<file path="src/rtl/ahb_commit_pkg.sv">
package ahb_commit_pkg;
  typedef enum logic [1:0] {
    TR_IDLE   = 2'b00,
    TR_BUSY   = 2'b01,
    TR_NONSEQ = 2'b10,
    TR_SEQ    = 2'b11
  } trans_e;

  localparam int SIZE_W = 3;
  localparam logic RESP_OKAY = 1'b0;
endpackage

</file>
<file path="src/rtl/ahb_commit_decode.sv">
module ahb_commit_decode
  import ahb_commit_pkg::*;
(
  input  logic       sel_i,
  input  logic       rdy_i,
  input  logic [1:0] trans_i,
  input  logic       ctx_i,
  output logic       commit_o,
  output logic       predict_o
);
  logic real_beat;

  always_comb begin
    real_beat = (trans_i == TR_NONSEQ) || (trans_i == TR_SEQ);
    commit_o  = sel_i && rdy_i && real_beat;
    predict_o = commit_o && (trans_i == TR_SEQ) && ctx_i;
  end
endmodule

</file>
<file path="src/rtl/ahb_burst_track.sv">
module ahb_burst_track
  import ahb_commit_pkg::*;
(
  input  logic       clk,
  input  logic       rst,
  input  logic       sel_i,
  input  logic       rdy_i,
  input  logic [1:0] trans_i,
  output logic       active_o
);
  always_ff @(posedge clk) begin
    if (rst) begin
      active_o <= 1'b0;
    end else if (rdy_i) begin
      if (!sel_i) begin
        active_o <= 1'b0;
      end else begin
        case (trans_i)
          TR_IDLE:   active_o <= 1'b0;
          TR_BUSY:   active_o <= active_o;
          default:   active_o <= 1'b1;
        endcase
      end
    end
  end

  assert_busy_hold_R6: assert property (@(posedge clk) disable iff (rst)
    (rdy_i && sel_i && trans_i == TR_BUSY) |=> $stable(active_o));
  assert_idle_clear_R6: assert property (@(posedge clk) disable iff (rst)
    (rdy_i && sel_i && trans_i == TR_IDLE) |=> !active_o);
  assert_unsel_clear_R7: assert property (@(posedge clk) disable iff (rst)
    (rdy_i && !sel_i) |=> !active_o);
  assert_stall_hold_R8: assert property (@(posedge clk) disable iff (rst)
    (!rdy_i) |=> $stable(active_o));
endmodule

</file>
<file path="src/rtl/ahb_phase_latch.sv">
module ahb_phase_latch #(
  parameter int ADDR_W = 32,
  parameter int SIZE_W = 3
) (
  input  logic              clk,
  input  logic              rst,
  input  logic              commit_i,
  input  logic              predict_i,
  input  logic [ADDR_W-1:0] addr_i,
  input  logic              write_i,
  input  logic [SIZE_W-1:0] size_i,
  output logic              strobe_o,
  output logic              seq_o,
  output logic [ADDR_W-1:0] addr_o,
  output logic              write_o,
  output logic [SIZE_W-1:0] size_o
);
  always_ff @(posedge clk) begin
    if (rst) begin
      strobe_o <= 1'b0;
      seq_o    <= 1'b0;
    end else begin
      strobe_o <= commit_i;
      seq_o    <= predict_i;
    end
  end

  always_ff @(posedge clk) begin
    if (rst) begin
      addr_o  <= '0;
      write_o <= 1'b0;
      size_o  <= '0;
    end else if (commit_i) begin
      addr_o  <= addr_i;
      write_o <= write_i;
      size_o  <= size_i;
    end
  end

  assert_capture_R4: assert property (@(posedge clk) disable iff (rst)
    commit_i |=> (addr_o == $past(addr_i) && write_o == $past(write_i)
                  && size_o == $past(size_i)));
  assert_hold_R4: assert property (@(posedge clk) disable iff (rst)
    !commit_i |=> ($stable(addr_o) && $stable(write_o) && $stable(size_o)));
endmodule

</file>
<file path="src/rtl/ahb_commit_front.sv">
module ahb_commit_front
  import ahb_commit_pkg::*;
#(
  parameter int ADDR_W = 32
) (
  input  logic              clk,
  input  logic              rst,
  input  logic              hsel,
  input  logic [1:0]        htrans,
  input  logic [ADDR_W-1:0] haddr,
  input  logic              hwrite,
  input  logic [SIZE_W-1:0] hsize,
  input  logic              hready,
  output logic              hreadyout,
  output logic              hresp,
  output logic              acc_strobe,
  output logic [ADDR_W-1:0] acc_addr,
  output logic              acc_write,
  output logic [SIZE_W-1:0] acc_size,
  output logic              acc_seq,
  output logic              burst_active
);
  logic commit;
  logic predict;

  ahb_commit_decode u_decode (
    .sel_i     (hsel),
    .rdy_i     (hready),
    .trans_i   (htrans),
    .ctx_i     (burst_active),
    .commit_o  (commit),
    .predict_o (predict)
  );

  ahb_burst_track u_track (
    .clk      (clk),
    .rst      (rst),
    .sel_i    (hsel),
    .rdy_i    (hready),
    .trans_i  (htrans),
    .active_o (burst_active)
  );

  ahb_phase_latch #(.ADDR_W(ADDR_W), .SIZE_W(SIZE_W)) u_latch (
    .clk       (clk),
    .rst       (rst),
    .commit_i  (commit),
    .predict_i (predict),
    .addr_i    (haddr),
    .write_i   (hwrite),
    .size_i    (hsize),
    .strobe_o  (acc_strobe),
    .seq_o     (acc_seq),
    .addr_o    (acc_addr),
    .write_o   (acc_write),
    .size_o    (acc_size)
  );

  // Zero-wait responder: every phase, committed or not, answers OKAY at once.
  always_ff @(posedge clk) begin
    if (rst) begin
      hreadyout <= 1'b1;
      hresp     <= RESP_OKAY;
    end else begin
      hreadyout <= 1'b1;
      hresp     <= RESP_OKAY;
    end
  end

  assert_commit_strobe_R1: assert property (@(posedge clk) disable iff (rst)
    (hsel && hready && htrans[1]) |=> acc_strobe);
  assert_nontransfer_quiet_R2: assert property (@(posedge clk) disable iff (rst)
    (htrans == TR_IDLE || htrans == TR_BUSY) |=> !acc_strobe);
  assert_unselected_quiet_R3: assert property (@(posedge clk) disable iff (rst)
    (!hsel || !hready) |=> !acc_strobe);
  assert_okay_resp_R5: assert property (@(posedge clk) disable iff (rst)
    hreadyout && hresp == RESP_OKAY);
  assert_nonseq_unflagged_R9: assert property (@(posedge clk) disable iff (rst)
    (htrans == TR_NONSEQ || !burst_active) |=> !acc_seq);
  assert_seq_only_with_strobe_R9: assert property (@(posedge clk) disable iff (rst)
    acc_seq |-> acc_strobe);
  assert_reset_state_R10: assert property (@(posedge clk)
    $past(rst) |-> (!acc_strobe && !acc_seq && !burst_active && hreadyout && !hresp));
endmodule

</file>
<file path="config.mk">
export PLATFORM = sky130hd
export DESIGN_NAME = ahb_commit_front
export DESIGN_NICKNAME = d
export VERILOG_FILES = /design/src/rtl/ahb_commit_pkg.sv /design/src/rtl/ahb_commit_decode.sv /design/src/rtl/ahb_burst_track.sv /design/src/rtl/ahb_phase_latch.sv /design/src/rtl/ahb_commit_front.sv
export SDC_FILE = /design/constraint.sdc
export NUM_CORES = 1
export LEC_CHECK = 0
export BUFFER_PORTS_ARGS = -buffer_cell sky130_fd_sc_hd__clkbuf_2
export CORE_MARGIN = 4
export CORE_UTILIZATION = 45
export CTS_BUF_LIST = sky130_fd_sc_hd__clkbuf_4 sky130_fd_sc_hd__clkbuf_8 sky130_fd_sc_hd__clkbuf_16
export DETAILED_ROUTE_END_ITERATION = 12
export PLACE_DENSITY_LB_ADDON = 0.12
export SLEW_MARGIN = 20
export SYNTH_ARGS = -nofsm -noshare
export SYNTH_HDL_FRONTEND = slang
export SYNTH_SLANG_ARGS = --single-unit
</file>
<file path="constraint.sdc">
create_clock -name clk -period 2.58 [get_ports clk]
set_input_delay 0.516 -clock clk [delete_from_list [all_inputs] [get_ports clk]]
set_output_delay 0.516 -clock clk [all_outputs]
set_load 0.005 [all_outputs]
</file>
After elaboration in Yosys (flattened, before gate mapping)
Index checks and enable logic that the tools add are counted.
W data, S select, Z words.
{"block": "classes", "eq_ne": 4, "muxes": 2, "reduce_logical": 7}
{"op": "$eq A2 B2 Y1 const B", "count": 2}
{"op": "$logic_and A1 B1 Y1", "count": 4}
{"op": "$eq A2 B1 Y1 const B", "count": 1}
{"op": "$logic_not A2 Y1", "count": 1}
{"op": "$ne A2 B2 Y1 const B", "count": 1}
{"op": "$pmux W1 S2", "count": 1}
{"op": "$reduce_and A2 Y1", "count": 1}
{"op": "$logic_or A1 B1 Y1", "count": 1}
{"op": "$mux W1", "count": 1}
{"block": "totals", "reg_bits": 39, "elab_cells": 19}

Logic depth before layout (Yosys ltp)
Gate-level depths: netlist (run 1).
{"block": "depth", "ltp_word": 5, "depth_mapped": 4, "mapped_depth_nobuf": 2}

Modules after synthesis
From an unflattened synthesis (run 1), not the netlist that was laid out.
{"block": "hier_totals", "hier_cells": 131, "area_unflattened_um2": 1446.4}
{"module": "ahb_phase_latch", "instances": 1, "cells_per_inst": 120, "area_each_um2": 1358.8}
{"module": "ahb_burst_track", "instances": 1, "cells_per_inst": 5, "area_each_um2": 47.5}
{"module": "ahb_commit_front", "instances": 1, "cells_per_inst": 4, "area_each_um2": 22.5}
{"module": "ahb_commit_decode", "instances": 1, "cells_per_inst": 2, "area_each_um2": 17.5}

Worst setup path after synthesis (run 1)
Ideal clock, no wire load.
{"block": "synth_timing", "path_kind": "input-to-reg", "from": "in hready", "to": "reg u_latch.addr_o[0]", "stages": 4, "arrival_time_ps": 1118, "setup_ps": 72, "slack_ps": 1391, "path_cell_list": "and3_4 > buf_12 > buf_12 > mux2i_1"}
{"block": "synth_via", "elab_chain_cells": 2}
{"element": "start: declaration", "line": "ahb_commit_front.sv:13", "source": "input logic hready,"}
{"element": "$logic_and A1 B1 Y1 (2 in series)", "line": "ahb_commit_decode.sv:15", "source": "commit_o = sel_i && rdy_i && real_beat;"}
{"element": "end signal: assignment", "line": "ahb_phase_latch.sv:34", "source": "addr_o <= addr_i;"}
{"element": "end: declaration", "line": "ahb_phase_latch.sv:14", "source": "output logic [ADDR_W-1:0] addr_o,"}
No other way between the ends.
A chain may end at the register's enable or synchronous reset.

Final worst setup path (run 1)
{"block": "layout_timing", "from": "in hready", "to": "reg u_latch.addr_o[30]"}
Same word-level chain as after synthesis.

==> results of run 1 <==
[per-stage QoR]
stage | power (mW) | hold WS (ns) | area (sq um) | instances | util, %
floorplan | 0.7326 | 0.4650 | 1775 | 171 | -
global route | 1.200 | 0.4574 | 2193 | 292 | 58.59
global placement | 0.7823 | 0.4577 | 2117 | 286 | 56.55
detailed placement | 0.7831 | 0.4632 | 2117 | 286 | 56.55
CTS | 1.160 | 0.4591 | 2193 | 292 | 58.59
finish | 1.140 | 0.4694 | 2193 | 292 | 58.59
[worst max path at each step]
stage | start | end | slack (ns) | depth (start not counted)
2_1_floorplan | hready | u_latch.addr_o[0]$_SDFFE_PP0P_ | 1.39 | 4
3_3_place_gp | hready | u_latch.size_o[1]$_SDFFE_PP0P_ | 1.0 | 3
3_5_place_dp | hready | u_latch.addr_o[20]$_SDFFE_PP0P_ | 0.98 | 3
4_1_cts | hready | u_latch.addr_o[20]$_SDFFE_PP0P_ | 1.27 | 3
5_1_grt | hready | u_latch.addr_o[29]$_SDFFE_PP0P_ | 1.21 | 3
6_report | hready | u_latch.addr_o[30]$_SDFFE_PP0P_ | 1.29 | 3
[state kept, by name, indices dropped and copies added, names as in the netlist]
name,flops
u_latch.addr_o,32
u_latch.seq_o,1
u_latch.size_o,3
u_latch.strobe_o,1
u_latch.write_o,1
u_track.active_o,1
[critical path: cells and delay by family]
| family | cells | cell delay (ns) |
|---|---|---|
| simple gates | 1 | 0.60 |
| mux | 1 | 0.25 |
| buf+inv | 1 | 0.11 |
[synthesized netlist by cell type]
| library cell | count |
|---|---|
| nand2b_1 | 73 |
| nand4_1 | 1 |
| a21boi_0 | 1 |
| nand3_1 | 1 |
| buf_2 | 1 |
| conb_1 | 2 |
| mux2i_1 | 36 |
| o22ai_1 | 1 |
| buf_12 | 4 |
| buf_4 | 2 |
| clkbuf_1 | 7 |
| dfxtp_1 | 39 |
| nor2_1 | 2 |
| and3_4 | 1 |
[cell families after synthesis]
logic type / count (synthesis) / synth area share [%]
other: 2 / 0.4230
flip-flops: 39 / 43.97
AO/OA/AOI/OAI: 2 / 0.7756
multiplexers: 36 / 20.30
AND/OR/NAND/NOR: 78 / 27.41
buffers and inverters: 14 / 7.118
[report_power, final]
| part | total [mW] | leakage, nW | switching [mW] | internal (mW) |
|---|---|---|---|---|
| sequential | 0.634 | 0.317 | 0.0108 | 0.623 |
| clock | 0.373 | 0.0406 | 0.182 | 0.190 |
| combinational | 0.133 | 0.613 | 0.0560 | 0.0772 |
[area by class of cell]
| class | instances | area (sq um) | area share (%) |
|---|---|---|---|
| clock buffer | 6 | 76.32 | 3.480 |
| multi-input combinational | 118 | 868.3 | 39.59 |
| sequential | 39 | 780.7 | 35.60 |
| timing repair buffer | 81 | 407.9 | 18.60 |
| tap | 48 | 60.06 | 2.738 |
[metal layers]
layer | part of all wire, % | GRT usage [%] | wire (um)
met4 | 1.1 | 4.384 | 36
met3 | 11 | 6.250 | 353
met5 | 0 | 0 | 0
met2 | 43 | 20.70 | 1387
met1 | 45 | 16.90 | 1478
==> results.toml, run 1 <==
[status]
status = "finished, final reports clean"

[placed_design]
gp_congestion = 0.6332
hpwlAfterDp_um = 2295
io_buffer_count = 80
post-place-ws_ns = 0.9761

[min_path]
holdPathEnd = "u_latch.seq_o$_SDFF_PP0_"
hold_class = "in2reg"
hp-start = "htrans[0]"
hold_depth = 3

[timing]
min_period_ns = 1.293
tns_ns = 0
finalCritPeriodShare_pct = 50.11
rsz0062_at_grt = "no"
final_max_slew_viol_count = 0
finalHoldViolations = 0
skew_ns = 0.0007905
clock.fmax_ghz = 0.7735
worst_pin_slew_ns = 0.6186
relSlewSlack_pct = 58.76
finalSetupViolations = 0
setup_ws_ns = 1.287

[worst_setup_path]
worstSetupEndpointType = "flop"
reg2reg_to = "u_track.active_o$_SDFFE_PP0P_"
reg2reg_setup_slack_ns = 1.95
r2r_start = "u_track.active_o$_SDFFE_PP0P_"
cp.required_ns = 2.79
path_cells = "clkbuf_2 -> and3_4 -> mux2i_1"
crit_fanout = 36
crit_slowest_cell = "and3_4"
worst_r2r_path_depth = 2
cpPeakStageDelay_ns = 0.60
critPathKind = "in2reg"
worstPathArrival_ns = 1.50
worstSetupStartpointType = "input port"

[grt]
grt_pass1_wl_um = 5492
grt_pass1_vias = 1264
grt_max_degree = 76
grt_util_all_layers_pct = 13.52
gr-total-overflow = 0
antenna_found_initial = 0

[clock_tree]
clk_latency_ns = 0.28
clkTransAtPathRegs_ns = 0.07
numCtsBuffers = 5
clockBufferDepth = 2
root_buffer = "clkbuf_8"
clock-sinks = 39
cts_setup_buffers = 0
htreeDepth = 2
cts_hold_buf = 0
cts_resized = 0
cts_tree = "built"

[drt]
drc = 0
vias_per_cell = 4.500
routed_wl_um = 3256
firstDrtPassIters = 4
vias = 1314
drtIter0Drc = 66
wl_per_cell_um = 11.15
ant_nets = 0

[layout]
fillerInstances = 364
area_growth_pct = 23.54
drive_gt1_share_pct = 36.07
nets = 287
antenna_cells = 0
layout_common_cells = "clkbuf_2 (80), nand2b_1 (73), dfxtp_1 (39)"
mostFrequentLayoutCell = "clkbuf_2"

[logic_synthesis]
synth_cell_types = 14
yosysTopAreaCellShare_pct = 43.97
yosysWarnings = 0
ys_seq_area_share_pct = 43.97
syn_nets = 213
postSynthAreaPerCell_sq_um = 10.38
synth.ff_latch_count = 39
synthCells = 171
synth_largest_area_cell = "dfxtp_1"
synth_area_leaders = "dfxtp_1 (44%), nand2b_1 (26%), mux2i_1 (20%), buf_12 (4.5%), clkbuf_1 (1.5%)"
syn_area_sq_um = 1775

[power]
ir_drop_mv = 0.3505
powerDensity_nw_per_um2 = 519.6
p_leak_nw = 0.9700

[floorplanning]
ios = 83
die_y_um = 70.81
die_area_sq_um = 5014
die_x_um = 70.81
rows = 22
start_util_pct = 47.43
coreArea_sq_um = 3744

[job]
maxCapViolCount = 0
No activity file was read; power rests on OpenSTA's default activity.
==> run 2: changes to the inputs <==
--- a/config.mk
+++ b/config.mk
@@ -7,7 +7,7 @@
 export LEC_CHECK = 0
 export BUFFER_PORTS_ARGS = -buffer_cell sky130_fd_sc_hd__clkbuf_2
 export CORE_MARGIN = 4
-export CORE_UTILIZATION = 45
+export CORE_UTILIZATION = 41
 export CTS_BUF_LIST = sky130_fd_sc_hd__clkbuf_4 sky130_fd_sc_hd__clkbuf_8 sky130_fd_sc_hd__clkbuf_16
 export DETAILED_ROUTE_END_ITERATION = 12
 export PLACE_DENSITY_LB_ADDON = 0.12
==> constraint.sdc (replaced) <==
create_clock -name clk -period 1.1 [get_ports clk]
set_input_delay 0.22 -clock clk [delete_from_list [all_inputs] [get_ports clk]]
set_output_delay 0.22 -clock clk [all_outputs]
set_load 0.005 [all_outputs]
==> results.toml, run 2 (synthesis gave the netlist of run 1 again) <==
[status]
status = "finished, final reports clean"

[grt]
grt_pass1_wl_um = 5313
grt_max_degree = 40
grt_pass1_vias = 1211
antenna_found_initial = 0
grt_util_all_layers_pct = 12.46
gr-total-overflow = 0

[drt]
ant_nets = 0
drc = 0
drtIter0Drc = 37
vias_per_cell = 4.408
wl_per_cell_um = 11.53
vias = 1318
firstDrtPassIters = 4
routed_wl_um = 3447

[layout]
nets = 290
multiInputGateArea_sq_um = 868.3
area_growth_pct = 27.77
largest_register_ffs = 32
fillerInstances = 398
seq_area_sq_um = 780.7
regMostFlops = "u_latch.addr_o"
stdcell_area_sq_um = 2268
mostFrequentLayoutCell = "clkbuf_2"
antenna_cells = 0
drive_gt1_share_pct = 37.35
layout_common_cells = "clkbuf_2 (80), nand2b_1 (73), dfxtp_1 (39)"
final-instance-count-excl-fill = 299
reg_top3 = "u_latch.addr_o x32, u_latch.size_o x3"

[power]
powerDensity_nw_per_um2 = 1221
ir_drop_mv = 0.7595
p_leak_nw = 1.005

[timing]
finalCritPeriodShare_pct = 88.29
finalHoldViolations = 0
tns_ns = 0
min_period_ns = 0.9712
final_max_slew_viol_count = 0
finalSetupViolations = 0
skew_ns = 0.00006106
clock.fmax_ghz = 1.030
rsz0062_at_grt = "no"

[clock_tree]
root_buffer = "clkbuf_8"
cts_hold_buf = 0
htreeDepth = 2
clk_latency_ns = 0.28
clock-sinks = 39
cts_resized = 0
clkTransAtPathRegs_ns = 0.07
cts_tree = "built"
clockBufferDepth = 2
numCtsBuffers = 5
cts_setup_buffers = 0

[worst_setup_path]
worstSetupStartpointType = "flop"
worstPathArrival_ns = 0.75
worstSetupEndpointType = "primary output"
cpPeakStageDelay_ns = 0.35
path_buf_inv = 1
crit_family = "flip-flops"
cp.required_ns = 0.88
path_cells = "clkbuf_2"
critPathKind = "reg2out"
crit_fanout = 2
crit_slowest_cell = "dfxtp_1"

[placed_design]
io_buffer_count = 80
hpwlAfterDp_um = 2583
place_area_sq_um = 2180
placed_cells = 291
gp_congestion = 0.7073

[floorplanning]
die_area_sq_um = 5447
ios = 83
start_util_pct = 43.45
die_x_um = 73.81
coreArea_sq_um = 4086
rows = 23
die_y_um = 73.81

[min_path]
hold_class = "in2reg"

[job]
maxCapViolCount = 0
[run 2: cell count changes in the layout (fill, tap and decap cells not counted), sizes merged]
| cell | before | now |
|---|---|---|
| clkbuf | 86 | 87 |
| clkinv | 0 | 1 |
| buf | 1 | 4 |
[run 2: final cells by class]
cell class,instances,share of cell area [%]
multi-input cells,118,38.28
flip-flops and latches,39,34.42
repair buffers,84,20.63
clock buffers,7,3.696
well taps,50,2.758
clock inverters,1,0.2206
[run 2: routing by layer]
layer,GRT usage (%),vias to the layer above,part of all wire (%)
met5,0,-,0
met4,4.225,0,1.2
met3,5.198,5,9.3
met2,19.78,48,47
met1,15.12,569,43
li1,-,696,-
[run 2: worst min-delay path, delay by kind of cell]
kind          cells  cell delay (ns)
buf+inv           1             0.08
mux               1             0.06
simple gates      1             0.05
[run 2: power breakdown]
part / internal (mW) / switching (mW)
registers: 1.46 / 0.0243
clock network: 0.494 / 0.457
logic: 0.198 / 0.137
total: 2.15 / 0.618
[run 2: metrics by stage]
step | worst slack [ns] | hold slack, ns | utilization (%) | total power, mW
2_1_floorplan | 0.2067 | 0.3485 | - | 1.718
3_3_place_gp | 0.09469 | 0.4590 | 53.34 | 1.857
3_5_place_dp | 0.04649 | 0.4628 | 53.34 | 1.858
4_1_cts | 0.1186 | 0.1624 | 55.51 | 2.819
5_1_grt | 0.07415 | 0.1662 | 55.51 | 2.911
6_report | 0.1288 | 0.1710 | 55.51 | 2.770
[run 2: path summary, 6_finish.rpt]
kind	startpoint	endpoint	slack, ns	cells after the start
hold reg to reg	u_latch.addr_o[2]$_SDFFE_PP0P_	u_latch.addr_o[2]$_SDFFE_PP0P_	0.47	2
setup reg to reg	u_latch.addr_o[1]$_SDFFE_PP0P_	u_latch.addr_o[1]$_SDFFE_PP0P_	0.50	2
setup / recovery	u_latch.addr_o[28]$_SDFFE_PP0P_	acc_addr[28]	0.13	1
hold / removal	haddr[13]	u_latch.addr_o[13]$_SDFFE_PP0P_	0.17	3
